[src/rtl/dither_interp_pkg.sv]
package dither_interp_pkg;
  localparam int unsigned CODE_W   = 18;
  localparam int unsigned FINE_W   = 2;
  localparam int unsigned COARSE_W = CODE_W - FINE_W;
  localparam int unsigned SLOTS    = 1 << FINE_W;

  typedef logic [CODE_W-1:0]   code_t;
  typedef logic [COARSE_W-1:0] coarse_t;
  typedef logic [FINE_W-1:0]   fine_t;

  function automatic coarse_t sat_inc(coarse_t c);
    return (&c) ? c : c + coarse_t'(1);
  endfunction
endpackage

[src/rtl/slot_tick_gen.sv]
module slot_tick_gen #(
  parameter int unsigned SLOT_DIV = 5000
) (
  input  logic clk_i,
  input  logic rst_ni,
  output logic tick_o
);
  localparam int unsigned CNT_W = (SLOT_DIV > 2) ? $clog2(SLOT_DIV) : 1;
  localparam logic [CNT_W-1:0] LAST = CNT_W'(SLOT_DIV - 1);

  logic [CNT_W-1:0] cnt_q;

  always_ff @(posedge clk_i or negedge rst_ni) begin
    if (!rst_ni)        cnt_q <= '0;
    else if (tick_o)    cnt_q <= '0;
    else                cnt_q <= cnt_q + CNT_W'(1);
  end

  assign tick_o = (cnt_q == LAST);
endmodule

[src/rtl/slot_seq.sv]
module slot_seq
  import dither_interp_pkg::*;
(
  input  logic  clk_i,
  input  logic  rst_ni,
  input  logic  tick_i,
  output fine_t slot_o,
  output logic  wrap_o
);
  fine_t slot_q;

  always_ff @(posedge clk_i or negedge rst_ni) begin
    if (!rst_ni)     slot_q <= '0;
    else if (tick_i) slot_q <= slot_q + fine_t'(1);
  end

  // last sub-slot ending: next edge starts a new period
  assign wrap_o = tick_i & (&slot_q);
  assign slot_o = slot_q;
endmodule

[src/rtl/code_hold.sv]
module code_hold
  import dither_interp_pkg::*;
#(
  parameter coarse_t RST_COARSE = '0
) (
  input  logic  clk_i,
  input  logic  rst_ni,
  input  code_t code_i,
  input  logic  load_i,
  input  logic  wrap_i,
  output code_t act_o
);
  localparam code_t RST_CODE = {RST_COARSE, {FINE_W{1'b0}}};

  code_t pend_q, act_q;

  always_ff @(posedge clk_i or negedge rst_ni) begin
    if (!rst_ni) begin
      pend_q <= RST_CODE;
      act_q  <= RST_CODE;
    end else begin
      if (load_i) pend_q <= code_i;
      if (wrap_i) act_q  <= load_i ? code_i : pend_q;
    end
  end

  assign act_o = act_q;
endmodule

[src/rtl/dither_interp_top.sv]
module dither_interp_top
  import dither_interp_pkg::*;
#(
  parameter int unsigned SLOT_DIV   = 5000,
  parameter coarse_t     RST_COARSE = '0
) (
  input  logic                clk_i,
  input  logic                rst_ni,
  input  logic [CODE_W-1:0]   code_i,
  input  logic                load_i,
  output logic [COARSE_W-1:0] dac_code_o
);
  logic    tick, wrap;
  fine_t   slot;
  code_t   act;
  coarse_t coarse;
  fine_t   fine;

  slot_tick_gen #(.SLOT_DIV(SLOT_DIV)) i_tick (
    .clk_i (clk_i),
    .rst_ni(rst_ni),
    .tick_o(tick)
  );

  slot_seq i_seq (
    .clk_i (clk_i),
    .rst_ni(rst_ni),
    .tick_i(tick),
    .slot_o(slot),
    .wrap_o(wrap)
  );

  code_hold #(.RST_COARSE(RST_COARSE)) i_hold (
    .clk_i (clk_i),
    .rst_ni(rst_ni),
    .code_i(code_i),
    .load_i(load_i),
    .wrap_i(wrap),
    .act_o (act)
  );

  assign coarse     = act[CODE_W-1:FINE_W];
  assign fine       = act[FINE_W-1:0];
  assign dac_code_o = (slot < fine) ? sat_inc(coarse) : coarse;
endmodule

[config.mk]
export PLATFORM = sky130hd
export DESIGN_NAME = dither_interp_top
export DESIGN_NICKNAME = d
export VERILOG_FILES = /design/src/rtl/dither_interp_pkg.sv /design/src/rtl/slot_tick_gen.sv /design/src/rtl/slot_seq.sv /design/src/rtl/code_hold.sv /design/src/rtl/dither_interp_top.sv
export SDC_FILE = /design/constraint.sdc
export NUM_CORES = 1
export LEC_CHECK = 0
export BUFFER_PORTS_ARGS = -buffer_cell sky130_fd_sc_hd__buf_4
export CAP_MARGIN = 20
export CORE_MARGIN = 2
export CORE_UTILIZATION = 60
export DETAILED_ROUTE_END_ITERATION = 8
export PLACE_DENSITY = 0.83
export SYNTH_ARGS = -nofsm -noshare
export SYNTH_HDL_FRONTEND = slang
export SYNTH_SLANG_ARGS = --single-unit
[constraint.sdc]
create_clock -name clk_i -period 4.6 [get_ports clk_i]
set_input_delay 0.46 -clock clk_i [delete_from_list [all_inputs] [get_ports clk_i]]
set_output_delay 0.46 -clock clk_i [all_outputs]
set_load 0.01 [all_outputs]
==> qor.txt <==
Area share of the largest cell type after synthesis - 48.9%
Clk pin slew, worst setup/hold paths - 0.09 ns
Layout Skew - 0.00582 ns
CTS buffer count - 5
Area grow syn2layout - 15.7%
Post-Synthesis Cells - 203
Routed length per instance - 16.7 µm
Die area - 4900 µm²
Slowest-stage cell, CP - a2111oi_4
Post-synth top area cell - dfrtp_1
Worst vdd ir - 231 µV
CP startpoint kind - register
Hold_buf cts - 0
Critical Path End Type - output pin
Crit-path max cell delay - 0.57 ns
Layout fillers - 279
Crit path from - i_hold.act_o[2]$_DFFE_PN0P_
Place WS - 2.21 ns
# nets final - 264
Placed Cells - 282
Util after Layout - 73.9%
CP cell instances - ha_1 -> nand3_2 -> a2111oi_4 -> nand4_1 -> mux2_1 -> buf_4
Vias post-DR - 1,682
Share of cells above drive strength 1 - 38.8%
Cts repair resizes - 0
Fin crit share - 60.4%
R2r setup slk - 2.59 ns
Synth cell types - 39
Post-synthesis register bit count - 51
CP endpoint - dac_code_o[12]
Max Fclk - 360 MHz
Reg2reg start - i_tick.cnt_q[0]$_DFF_PN0_
Hpwl dp - 3.22 mm
Syn Area/Cell - 12.9 µm²
Outcome - completed
Final ANT Viol Nets - 0
WP data arrival - 2.32 ns
Final setup viols - 0
H-tree levels - 2
# Post-CTS Setup Buffers - 0
Final hold violations - 0
Max Cap Viol - 0
Setup TNS - 0 ns
Synthesized Nets - 228
LEAKAGE - 1.39 nW
Crit path time final - 2.78 ns
Final Max Tran Viols - 0
Number of synthesized flops with an enable pin - 0
Total GRT Usage - 21.2%
Drt first pass iters - 4
Total I/O pin count - 37
Fin cells - 290
# DRC - 0
Pin count of the biggest net entering global routing - 52
Drt via density - 5.80
Tot Pwr - 0.946 mW
Starting Density - 63.9%
Worst flop-to-flop path endpoint - i_hold.act_o[1]$_DFFE_PN0P_
RSZ-0062 raised after global routing - no
Synth top area cells - dfrtp_1 (49%), mux2_2 (12%), mux2_4 (5.7%)
Row count - 23
Slew @ Worst Pin - 0.631 ns
Gpl congestion - 0.868
Critical Path RT - 4.14 ns
Post-synthesis async set-or-reset flop share - 100%
Post-Syn Area - 2610 µm²
Clock Path Buffers - 2
First-pass GRT wire length - 8.25 mm
Crit-path max FO - 9
Worst Reg-to-Reg Cells - 5
Top_reg_cell synth - dfrtp_1
Die W - 70.0 µm
Detailed Route Iter0 Violations - 106
P per Cell Area - 313 nW/µm²
Antenna violations before repair - 0
FF/Latch Area - 1280 µm²
Vias in the first global route - 1,762
Root Buffer - clkbuf_8
DRT Wirelength - 4.84 mm
Worst-Skew Late Latency - 0.30 ns
Sequential-to-total area share from yosys stat - 48.9%
Chip Height - 70.0 µm
Critical path type - register to output pin
Worst hold path class - input pin to asynchronous set/reset pin
Core Region - 4090 µm²
Slew HR - 58.0%
Number of diodes - 0
Grt total ovfl - 0
CTS tree - yes
IO buf count - 36
Final worst slack - 1.82 ns
Clk sinks - 51
Multi-input gate area - 1270 µm²
Yosys warning count - 0
through the flow:
stage	hold slack, ns	instance area, µm²
2_1_floorplan	0.164	2610
3_5_place_dp	0.448	2880
5_1_grt	0.227	3020
4_1_cts	0.190	3020
6_report	0.153	3020
3_3_place_gp	0.440	2880
sequential cells by signal, summed over array words and instances (netlist names):
| signal | cells |
|---|---|
| i_hold.act_o | 18 |
| i_hold.pend_q | 18 |
| i_tick.cnt_q | 13 |
| i_seq.slot_o | 2 |
routing by layer:
layer / global-route usage [%] / share of wire, % / vias up
met5: 0 / 0 / -
met4: 5.56 / 0.91 / 0
met3: 4.47 / 5.1 / 4
met2: 36.2 / 50 / 45
met1: 27.6 / 44 / 832
li1: - / - / 801
cell families (layout without fill, tap and decap cells):
family | after synthesis | count (layout) | synth area share [%]
buffers and inverters | 9 | 46 | 2.59
AOI/OAI and AO/OA | 10 | 10 | 3.98
DFF | 51 | 51 | 48.9
adders and majority gates | 4 | 4 | 1.92
muxes | 39 | 39 | 18.2
xor gates and xnor gates | 21 | 21 | 7.04
and+or+nand+nor | 69 | 69 | 17.4
cells in the mapped netlist (all sizes together) (3+ instances only):
cell and instances:
xor2 13, buf 5, nor4b 3, mux2 38, nand4 7, a21oi 4
nand2b 3, nand3 14, xnor2 8, and4 5, nor2 9, dfrtp 51
ha 4, nand2 11, and2 4
critical path: cells and delay by family (launching register included):
| kind | cells | cell delay [ns] |
|---|---|---|
| simple gates | 2 | 0.31 |
| flops | 1 | 0.43 |
| buf+inv | 1 | 0.15 |
| compound gates | 1 | 0.57 |
| fa+ha+maj | 1 | 0.22 |
| mux | 1 | 0.34 |
area by class of cell:
type / count / area share, %
flip-flops and latches: 51 / 42.3
well taps: 50 / 2.07
clock inverters: 3 / 2.24
inverters: 2 / 0.249
multi-input cells: 143 / 42.0
clock buffers: 5 / 2.28
repair buffers: 36 / 8.95
layout by cell type (no fill, tap or decap), drive strengths merged, types with 3 or more instances in the layout:
cell type,synthesis,layout
a21oi,4,4
and2,4,4
and4,5,5
buf,5,36
clkbuf,2,5
dfrtp,51,51
ha,4,4
mux2,38,38
nand2,11,11
nand2b,3,3
nand3,14,14
nand4,7,7
nor2,9,9
nor4b,3,3
xnor2,8,8
xor2,13,13
how the worst min path moves through the flow:
stage / startpoint / end / slack (ns)
after floorplan: rst_ni / i_hold.act_o[0]$_DFFE_PN0P_ / 0.16
after global placement: i_tick.cnt_q[0]$_DFF_PN0_ / i_tick.cnt_q[0]$_DFF_PN0_ / 0.44
after detailed placement: i_tick.cnt_q[0]$_DFF_PN0_ / i_tick.cnt_q[0]$_DFF_PN0_ / 0.45
after CTS: rst_ni / i_hold.pend_q[13]$_DFF_PN0_ / 0.19
after global routing: rst_ni / i_hold.pend_q[13]$_DFF_PN0_ / 0.23
final: rst_ni / i_hold.pend_q[11]$_DFF_PN0_ / 0.15
report_power, final:
group / internal, mW / switching, mW
combinational: 0.0510 / 0.0397
clock: 0.217 / 0.151
sequential: 0.471 / 0.0162
(Power assumes the default switching activity.)
